### src/rtl/hwl_decoder.sv
module hwl_decoder #(
  parameter int ROW_W   = 4,
  parameter int N_BLK   = 4,
  parameter int SEL_CYC = 3,
  parameter int BLK_W   = (N_BLK > 1) ? $clog2(N_BLK) : 1
) (
  input  logic                      clk,
  input  logic                      rst_n,
  input  logic                      strobe,
  input  logic [BLK_W-1:0]          blk_addr,
  input  logic [ROW_W-1:0]          row_addr,
  output logic                      busy,
  output logic [(1<<(ROW_W/2))-1:0] pre_lo,
  output logic [(1<<(ROW_W/2))-1:0] pre_hi,
  output logic [(1<<ROW_W)-1:0]     gwl,
  output logic [N_BLK-1:0]          bsel,
  output logic [N_BLK*(1<<ROW_W)-1:0] lwl
);
  localparam int HALF  = ROW_W / 2;
  localparam int NPRE  = 1 << HALF;
  localparam int NROW  = 1 << ROW_W;
  localparam int CNT_W = $clog2(SEL_CYC + 2) + 1;
  localparam logic [CNT_W-1:0] LAST_C = CNT_W'(SEL_CYC + 1);
  localparam logic [CNT_W-1:0] SEL_C  = CNT_W'(SEL_CYC);

  logic             act;
  logic [CNT_W-1:0] cnt;
  logic [BLK_W-1:0] blk_r;
  logic [ROW_W-1:0] row_r;
  logic             sel_win;

  wire accept = strobe & ~act;

  always_ff @(posedge clk or negedge rst_n) begin
    if (!rst_n) begin
      act   <= 1'b0;
      cnt   <= '0;
      blk_r <= '0;
      row_r <= '0;
    end else if (accept) begin
      act   <= 1'b1;
      cnt   <= '0;
      blk_r <= blk_addr;
      row_r <= row_addr;
    end else if (act) begin
      if (cnt == LAST_C) begin
        act <= 1'b0;
        cnt <= '0;
      end else begin
        cnt <= cnt + 1'b1;
      end
    end
  end

  assign busy    = act;
  assign sel_win = act && (cnt != '0) && (cnt <= SEL_C);

  for (genvar i = 0; i < NPRE; i++) begin : g_pre
    assign pre_lo[i] = act && (row_r[HALF-1:0] == HALF'(i));
    assign pre_hi[i] = act && (row_r[ROW_W-1:HALF] == HALF'(i));
  end

  for (genvar r = 0; r < NROW; r++) begin : g_gwl
    assign gwl[r] = pre_lo[r % NPRE] & pre_hi[r / NPRE];
  end

  for (genvar b = 0; b < N_BLK; b++) begin : g_blk
    assign bsel[b] = sel_win && (blk_r == BLK_W'(b));
    for (genvar r = 0; r < NROW; r++) begin : g_lwl
      assign lwl[b*NROW + r] = gwl[r] & bsel[b];
    end
  end

  p_one_lwl_r5: assert property (@(posedge clk) disable iff (!rst_n) $onehot0(lwl));
  p_one_bsel_r5: assert property (@(posedge clk) disable iff (!rst_n) $onehot0(bsel));
  p_pre_pair_r2: assert property (@(posedge clk) disable iff (!rst_n)
    (|gwl) |-> ($countones(pre_lo) == 1 && $countones(pre_hi) == 1));
  p_cover_r7: assert property (@(posedge clk) disable iff (!rst_n) (|bsel) |-> (|gwl));
  p_lead_r7: assert property (@(posedge clk) disable iff (!rst_n) $rose(|bsel) |-> $past(|gwl));
  p_trail_r7: assert property (@(posedge clk) disable iff (!rst_n) $fell(|bsel) |-> (|gwl));
  p_drop_r8: assert property (@(posedge clk) disable iff (!rst_n)
    (strobe && busy) |=> ($stable(row_r) && $stable(blk_r)));
endmodule

### config.mk
export PLATFORM = sky130hd
export DESIGN_NAME = hwl_decoder
export DESIGN_NICKNAME = d
export VERILOG_FILES = /design/src/rtl/hwl_decoder.sv
export SDC_FILE = /design/constraint.sdc
export NUM_CORES = 1
export LEC_CHECK = 0
export BUFFER_PORTS_ARGS = -buffer_cell sky130_fd_sc_hd__buf_2
export CELL_PAD_IN_SITES_DETAIL_PLACEMENT = 1
export CELL_PAD_IN_SITES_GLOBAL_PLACEMENT = 1
export CORE_MARGIN = 2
export CORE_UTILIZATION = 20
export DETAILED_ROUTE_END_ITERATION = 6
export PLACE_DENSITY_LB_ADDON = 0.05
export REMOVE_ABC_BUFFERS = 1
export SLEW_MARGIN = 20
export SYNTH_ARGS = -nofsm -noshare
export SYNTH_HDL_FRONTEND = slang
export SYNTH_SLANG_ARGS = --single-unit
### constraint.sdc
create_clock -name clk -period 1.6 [get_ports clk]
set_input_delay 0.08 -clock clk [delete_from_list [all_inputs] [get_ports clk]]
set_output_delay 0.08 -clock clk [all_outputs]
set_load 0.03 [all_outputs]
* After elaboration in Yosys (flattened, before gate mapping) *
Cells that the tools add are included.

word-level totals
  bits in registers = 11
  logic and storage cells = 123

cells by class
  $add $sub $neg = 1
  bitwise logic cells = 82
  reduce and logical (&&, ||, !) cells = 19
  equality and inequality tests = 10
  muxes and demuxes = 6
  $lt $le $gt $ge = 1

operators with widths
  operator             number
  $and 1x1->1          81
  $logic_and 1x1->1    14
  $eq 2x2->1 const B   6
  $mux 4               3
  $eq 2x1->1 const B   3
  $logic_not 2->1      3
  $add 4x1->4 const B  1
  $eq 4x3->1 const B   1
  $le 4x2->1 const B   1
  $reduce_bool 4->1    1
  $mux 1               3
  $reduce_bool 2->1    1
  $not 1->1            1

* Logic depth before layout (Yosys ltp) *
Gate-level depths: netlist (run 1).

  depth after elaboration = 5
  gate-level depth with buffers = 6
  mapped depth without buffers = 5

* Worst setup path before layout (run 1) *
Ideal clock, no wire load.

  path kind = register -> output
  start = reg act (netlist: busy)
  end = out lwl[19]
  data arrival time = 1.928 ns
  stages on the path, launching flop included = 4
  slack = -0.408 ns
  cells stage by stage = dfrtp_1 nor3b_2 nand3_1 nor2_1

on the way
  elaborated cells on any way between the ends = 7
  those cells by class = bitwise (2); reduce/logical (5)

RTL lines
  element                 RTL line  RTL
  from (decl)             26        logic act;
  from (signal assigned)  36        act <= 1'b0;
  from (signal assigned)  41        act <= 1'b1;
  from (signal assigned)  47        act <= 1'b0;
  $logic_and 1x1->1       60        assign pre_hi[i] = act && (row_r[ROW_W-1:HALF] == HALF'(i));
  via pre_hi[0]           14        output logic [(1<<(ROW_W/2))-1:0] pre_hi,
  $and 1x1->1             64        assign gwl[r] = pre_lo[r % NPRE] & pre_hi[r / NPRE];
  $and 1x1->1             70        assign lwl[b*NROW + r] = gwl[r] & bsel[b];
  to (decl)               17        output logic [N_BLK*(1<<ROW_W)-1:0] lwl

The timed path passes the listed nets, and every way through them passes these cells.

* Worst setup path in the final report (run 1) *
  start = reg cnt[1]
  end = out lwl[37]

on the way
  cells in the longest elaborated chain, start to end = 5
  elaborated cells on any way between the ends = 6
  those cells by class = order compare (1); bitwise (1); reduce/logical (4)

ends and longest elaborated chain
  element                                                             RTL line  RTL
  from (decl)                                                         27        logic [CNT_W-1:0] cnt;
  from (signal assigned)                                              50        cnt <= cnt + 1'b1;
  parallel branches: the longest is 2 deep, another holds $le 4x2->1  -
  $logic_and 1x1->1 (*)                                               56        assign sel_win = act && (cnt != '0) && (cnt <= SEL_C);
  $logic_and 1x1->1 (*)                                               68        assign bsel[b] = sel_win && (blk_r == BLK_W'(b));
  $and 1x1->1 (*)                                                     70

Every way passes the cells marked *.

==> PnR_summary.wiki, run 1 <==
{| class="wikitable"
! Metric !! Value
|-
| Status || complete, but fails checks
|-
| Failing checks || setup timing
|-
| Avg Vias per Cell || 4.299
|-
| Worst hold slack || 0.07367 ns
|-
| Placement Setup Slack || -0.1020 ns
|-
| CP peak stage delay || 0.36 ns
|-
| Part of the Yosys area used for sequential elements || 25.17%
|-
| Most used standard cell by instance count after synthesis || nor2_1
|-
| H-tree depth reported by CTS || 1
|-
| Share of total power in combinational logic || 77.6%
|-
| Async set-reset flop share out of synthesis || 100.0%
|-
| Normalized max-slew margin || 80.87%
|-
| Share of the synthesized area in the top cell type || 25.17%
|-
| Clock skew || 0.005528 ns
|-
| Fin nets || 300
|-
| DRC viols || 0
|-
| Total net switching power || 0.002294 W
|-
| Register share of total power || 15.7%
|-
| Distinct cell type count of the synthesized netlist || 30
|-
| Core area || 5205 um^2
|-
| Number of global-route vias before repair || 1463
|-
| Max_cap viols || 0
|-
| Clock tree from TritonCTS || yes
|-
| Standard cell with the maximum stage delay on the critical path || dfrtp_1
|-
| Pin count of the biggest net entering global routing || 18
|-
| Routed WL || 5436 um
|-
| Maximum frequency from static timing analysis || 0.5315 GHz
|-
| Post-DP HPWL || 3635 um
|-
| RSZ-0062 raised after global routing || true
|-
| Number of synthesized register bits || 11
|-
| Kind of critical path || flop to primary output
|-
| Clock network latency to the later pin of the worst-skew pair || 0.24 ns
|-
| Placer congestion estimate || 0.7342
|-
| Met1 track demand over resource || 19.28%
|-
| Initial antenna violation count || 0
|-
| Chip Width || 77.95 um
|-
| Ports placed on the boundary || 102
|-
| Internal Power || 0.001880 W
|-
| Required time at the worst-slack endpoint || 1.52 ns
|-
| Die H || 77.95 um
|-
| Initial detailed-routing violation count || 38
|-
| Via count of the routed design || 1539
|-
| Synth Area per Inst || 6.548 um^2
|-
| Reported leakage power || 1.335 nW
|-
| Yosys synthesis warning count || 0
|-
| Most area-hungry cell type in the Yosys netlist || dfrtp_1
|-
| Number of buffers on the longest clock path || 2
|-
| Met2 Usage GRT || 28.53%
|-
| CP Data Arrival Time || 1.80 ns
|-
| Worst hold path type || primary input to flop
|-
| Share of final-layout standard cells stronger than drive strength 1 || 74.65%
|-
| Top post-synthesis cells by area || dfrtp_1 25%, nor2_1 23%, inv_1 7.9%
|-
| Layout Area Growth over Synthesis || 148.4%
|-
| Critical path cell sequence || inv_2 -> ha_4 -> nor4b_4 -> buf_6 -> nand3b_4 -> clkbuf_16 -> nor2_4 -> buf_6
|-
| Most used standard cells in the synthesized netlist || 68 x nor2_1, 23 x inv_1, 14 x nand2_1
|-
| CTS sink count || 11
|-
| Routed WL per cell || 15.18 um
|-
| Number of port buffers || 101
|-
| Clock root cell || clkbuf_8
|-
| Global Route Usage Sum || 15.67%
|-
| Final critical-path share of the clock period || 117.6%
|-
| WHS Path Cells || 2
|-
| Final setup margin || -0.2814 ns
|-
| ANT nets after route || 0
|-
| Final core utilization || 52.19%
|-
| Maximum vdd ir drop || 0.8036 mV
|-
| Part of the total power dissipated in the clock network || 6.7%
|-
| Time the worst path needs with I/O delays and setup || 1.881 ns
|-
| Kind of start point of the critical path || flop
|-
| Final setup violating endpoints || 69
|-
| Met3 global-route usage || 1.977%
|-
| Detailed-router iteration count before antenna repair || 4
|-
| Hold Fails Final Rpt || 0
|-
| Clock-pin transition on the worst setup and hold timing paths || 0.05 ns
|-
| Floorplan row count || 26
|-
| Ratio of total power to cell area || 1537 nW/um^2
|-
| Highest fanout seen on the critical path || 8
|-
| # placed instances || 343
|-
| Count of pins over their slew limit || 0
|-
| Global route total overflow || 0
|-
| Effective utilization at floorplan || 21.01%
|-
| Number of buffers created by CTS || 3
|-
| Die Outline Area || 6075 um^2
|-
| Switch share || 54.97%
|-
| Layer with the highest usage after global routing || met2
|-
| Layout Cells excl Fill || 358
|-
| Number of filler instances in the final layout || 621
|-
| Top cell by count, worst path || buf_6
|-
| Worst Max-Slew Pin Slew || 0.2863 ns
|-
| Netlist area before placement || 1094 um^2
|-
| First-pass GRT wire length || 7645 um
|-
| Kind of capture point of the worst setup path || primary output
|-
| Count of cells along the worst register-to-register path || 5
|-
| Number of enable flip-flop cells after synthesis || 0
|-
| Setup Total Neg Slack || -14.60 ns
|-
| Gate Count Post-Synth || 167
|-
| Most common flop cell mapped by yosys || dfrtp_1
|-
| Antenna diode count || 0
|}
-- per-stage QoR --
| step | instance area (um^2) | power [W] |
|---|---|---|
| 2_1_floorplan | 1006 | 0.001988 |
| 3_3_place_gp | 1744 | 0.002867 |
| 3_5_place_dp | 1744 | 0.002876 |
| 4_1_cts | 2176 | 0.003513 |
| 5_1_grt | 2716 | 0.004453 |
| 6_report | 2716 | 0.004174 |
-- logic make-up (layout without fill, tap and decap cells) --
group / count (synthesis) / in the layout / share of synthesized area [%]
and+or+nand+nor: 106 / 106 / 45.19
buffers and inverters: 34 / 155 / 15.90
DFF: 11 / 11 / 25.17
AOI/OAI and AO/OA: 8 / 8 / 5.264
muxes: 6 / 6 / 6.178
adders and majority gates: 2 / 2 / 2.288
-- sequential cells by signal, indices dropped and copies added, names as in the netlist --
register	count
cnt	4
blk_r	2
busy	1
row_r	4
-- cells in the final DEF (no fill, tap or decap), drive strengths merged, types with 2 or more instances in the layout --
cell      n
buf     125
nor2     68
inv      22
nand2    15
dfrtp    11
mux2      6
nand3     6
clkbuf    6
nor2b     4
nand3b    3
and3b     2
and2      2
and3      2
ha        2
-- area by class of cell --
type	instances	area, um^2	area share, %
clock buffer	4	45.04	1.658
sequential	11	280.3	10.32
timing repair buffer	128	1177	43.34
inverter	23	91.34	3.362
tap	70	87.58	3.224
multi-input combinational	122	1035	38.09
-- power by group through the flow --
stage | sequential [W] | clock, W | combinational, W
final | 0.000657 | 0.000278 | 0.00324
after floorplan | 0.000612 | 0 | 0.00138
after CTS | 0.000615 | 0.000293 | 0.00261
after global placement | 0.000582 | 0 | 0.00229
after detailed placement | 0.000592 | 0 | 0.00228
after global routing | 0.000679 | 0.000300 | 0.00347
-- worst paths after layout --
check,from,to,slack (ns)
min,strobe,cnt[1],0.07
max,cnt[1],lwl[37],-0.28
max reg2reg,busy,row_r[3],0.13
min in group asynchronous,rst_n,busy,0.24
max in group asynchronous,rst_n,row_r[2],1.13
min reg2reg,cnt[3],cnt[3],0.57
-- metal layers --
layer  part of all wire (%)  up-vias  routed length (um)
met1                     40      737                2154
met2                     55       51                3013
met5                      0        -                   0
met4                      0        0                   0
met3                    4.9        0                 268
li1                       -      751                   -
-- repair_timing --
| item | in CTS | in global routing |
|---|---|---|
| setup endpoints to repair | 83 | 80 |
| gates cloned | 1 | 2 |
| setup buffers | 3 | 4 |
| endpoints found under the hold margin | 11 | 0 |
| pin swaps | 4 | 20 |
| hold buffers | 1 | 0 |
| resized for setup | 119 | 132 |
-- critical path: cells and delay by family, from the launching register on --
family	cells	cell delay, ns
DFF	1	0.36
adders and majority gates	1	0.16
and+or+nand+nor	3	0.45
buffers and inverters	4	0.58
Note: power is estimated with default switching activity, not from simulation.
==> run 2: changes to the inputs <==
- SKIP_LAST_GASP: not set -> 1
==> PnR_summary.wiki, run 2 (same netlist as run 1, synthesis figures left out) <==
{| class="wikitable"
! Metric !! Value
|-
| Status || complete, but fails checks
|-
| Failing checks || setup timing
|-
| Routed WL || 5498 um
|-
| Global Route Usage Sum || 15.52%
|-
| Number of buffers on the longest clock path || 2
|-
| Ports placed on the boundary || 102
|-
| Effective utilization at floorplan || 21.01%
|-
| Kind of capture point of the worst setup path || primary output
|-
| Pin count of the biggest net entering global routing || 18
|-
| Final setup margin || -0.2826 ns
|-
| Die Outline Area || 6075 um^2
|-
| Setup Total Neg Slack || -14.78 ns
|-
| Antenna diode count || 0
|-
| Floorplan row count || 26
|-
| Initial detailed-routing violation count || 46
|-
| Final non-filler cell area || 2638 um^2
|-
| Top Layer Used || met4
|-
| Time the worst path needs with I/O delays and setup || 1.883 ns
|-
| Maximum frequency from static timing analysis || 0.5312 GHz
|-
| Ratio of total power to cell area || 1537 nW/um^2
|-
| Share of final-layout standard cells stronger than drive strength 1 || 70.73%
|-
| CTS sink count || 11
|-
| CP peak stage delay || 0.36 ns
|-
| Core area || 5205 um^2
|-
| Highest-count cells in the layout ignoring fill and taps || 50 x buf_6, 39 x buf_4, 30 x nor2_4, 30 x buf_2, 28 x nor2_1
|-
| Standard cell with the maximum stage delay on the critical path || dfrtp_1
|-
| Clock root cell || clkbuf_8
|-
| Number of global-route vias before repair || 1455
|-
| Placement Setup Slack || -0.1020 ns
|-
| Clock tree from TritonCTS || yes
|-
| CP Data Arrival Time || 1.80 ns
|-
| Kind of critical path || flop to primary output
|-
| DRC viols || 0
|-
| ANT nets after route || 0
|-
| Placer congestion estimate || 0.7342
|-
| Total power consumption of the routed design || 0.004054 W
|-
| Count of cells along the worst register-to-register path || 5
|-
| DR WL met2 || 3017 um
|-
| Largest registers || cnt: 4 flops, row_r: 4 flops, blk_r: 2 flops
|-
| RSZ-0062 raised after global routing || true
|-
| Layout Area Growth over Synthesis || 141.2%
|-
| Detailed-router iteration count before antenna repair || 4
|-
| Required time at the worst-slack endpoint || 1.52 ns
|-
| Wire length on met1 || 2212 um
|-
| Clock network latency to the later pin of the worst-skew pair || 0.24 ns
|-
| Kind of start point of the critical path || flop
|-
| Post-DP HPWL || 3635 um
|-
| Clock skew || 0.003424 ns
|-
| First-pass GRT wire length || 7576 um
|-
| Via count of the routed design || 1533
|-
| Post-detailed-placement cell area || 1744 um^2
|-
| Initial antenna violation count || 0
|-
| H-tree depth reported by CTS || 1
|-
| Number of buffers created by CTS || 3
|-
| Most common cell after layout, fill and taps aside || buf_6
|-
| Normalized max-slew margin || 76.52%
|-
| Hold Fails Final Rpt || 0
|-
| Number of port buffers || 101
|-
| Reported leakage power || 1.328 nW
|-
| Fin nets || 299
|-
| Worst hold path type || primary input to flop
|-
| Count of pins over their slew limit || 0
|-
| Final setup violating endpoints || 78
|-
| Final critical-path share of the clock period || 117.7%
|-
| Clock-pin transition on the worst setup and hold timing paths || 0.05 ns
|-
| Routed WL per cell || 15.40 um
|-
| Critical path cell sequence || inv_2 -> ha_4 -> nor4b_4 -> buf_6 -> nand3b_4 -> clkbuf_16 -> nor2_4 -> buf_6
|-
| Chip Width || 77.95 um
|-
| Length of routed met3 wiring || 249 um
|-
| Avg Vias per Cell || 4.294
|-
| WHS Path Cells || 2
|-
| Die H || 77.95 um
|-
| Maximum vdd ir drop || 0.7936 mV
|-
| Max_cap viols || 0
|-
| Worst Max-Slew Pin Slew || 0.3523 ns
|-
| Global route total overflow || 0
|-
| Top cell by count, worst path || buf_6
|-
| Highest fanout seen on the critical path || 8
|}
run 2: report_power, final:
| part | internal (W) | switching (W) | total, W |
|---|---|---|---|
| Combinational | 0.00123 | 0.00188 | 0.00311 |
| Sequential | 0.000422 | 0.000241 | 0.000664 |
| Clock | 0.000175 | 0.000107 | 0.000282 |
run 2: per-layer routing:
metal	vias to the layer above	global-route usage [%]
met5	-	0
met4	0	4.211
met3	2	1.977
met2	53	28.36
met1	726	19.00
li1	752	-
run 2: timing repair:
item | 4_1_cts | 5_1_grt
resized for setup | 114 | 113
hold buffers | 1 | 0
pin swaps | 4 | 18
setup buffers | 3 | 3
endpoints found under the hold margin | 11 | 0
endpoints found under the setup margin | 83 | 80
cloned | 1 | 2
run 2: final cells by class:
class                   count  area (um^2)
inverters                  23        91.34
flip-flops and latches     11        279.0
repair buffers            127         1141
clock buffers               4        45.04
fillers                   632         2567
well taps                  70        87.58
multi-input cells         122        993.5
run 2: path summary, 6_finish.rpt:
| check | from | to | slack, ns |
|---|---|---|---|
| setup / recovery | cnt[1] | lwl[36] | -0.28 |
| hold / removal | strobe | cnt[1] | 0.07 |
| setup reg to reg | busy | row_r[3] | 0.13 |
| hold reg to reg | cnt[3] | cnt[3] | 0.57 |
| max in group asynchronous | rst_n | row_r[2] | 1.13 |
| min in group asynchronous | rst_n | busy | 0.24 |
run 2: per-stage QoR:
stage / std cells / hold WS [ns] / utilization [%]
after global placement: 343 / -0.03234 / 33.51
after floorplan: 156 / -0.2156 / -
after detailed placement: 343 / -0.03448 / 33.51
after CTS: 352 / 0.06746 / 41.51
final: 357 / 0.07265 / 50.67
after global routing: 357 / 0.07472 / 50.67
run 2: critical path: cells and delay by family, from the launching register on:
kind / cells / cell delay [ns]
flops: 1 / 0.36
buf+inv: 4 / 0.59
simple gates: 3 / 0.45
fa+ha+maj: 1 / 0.16
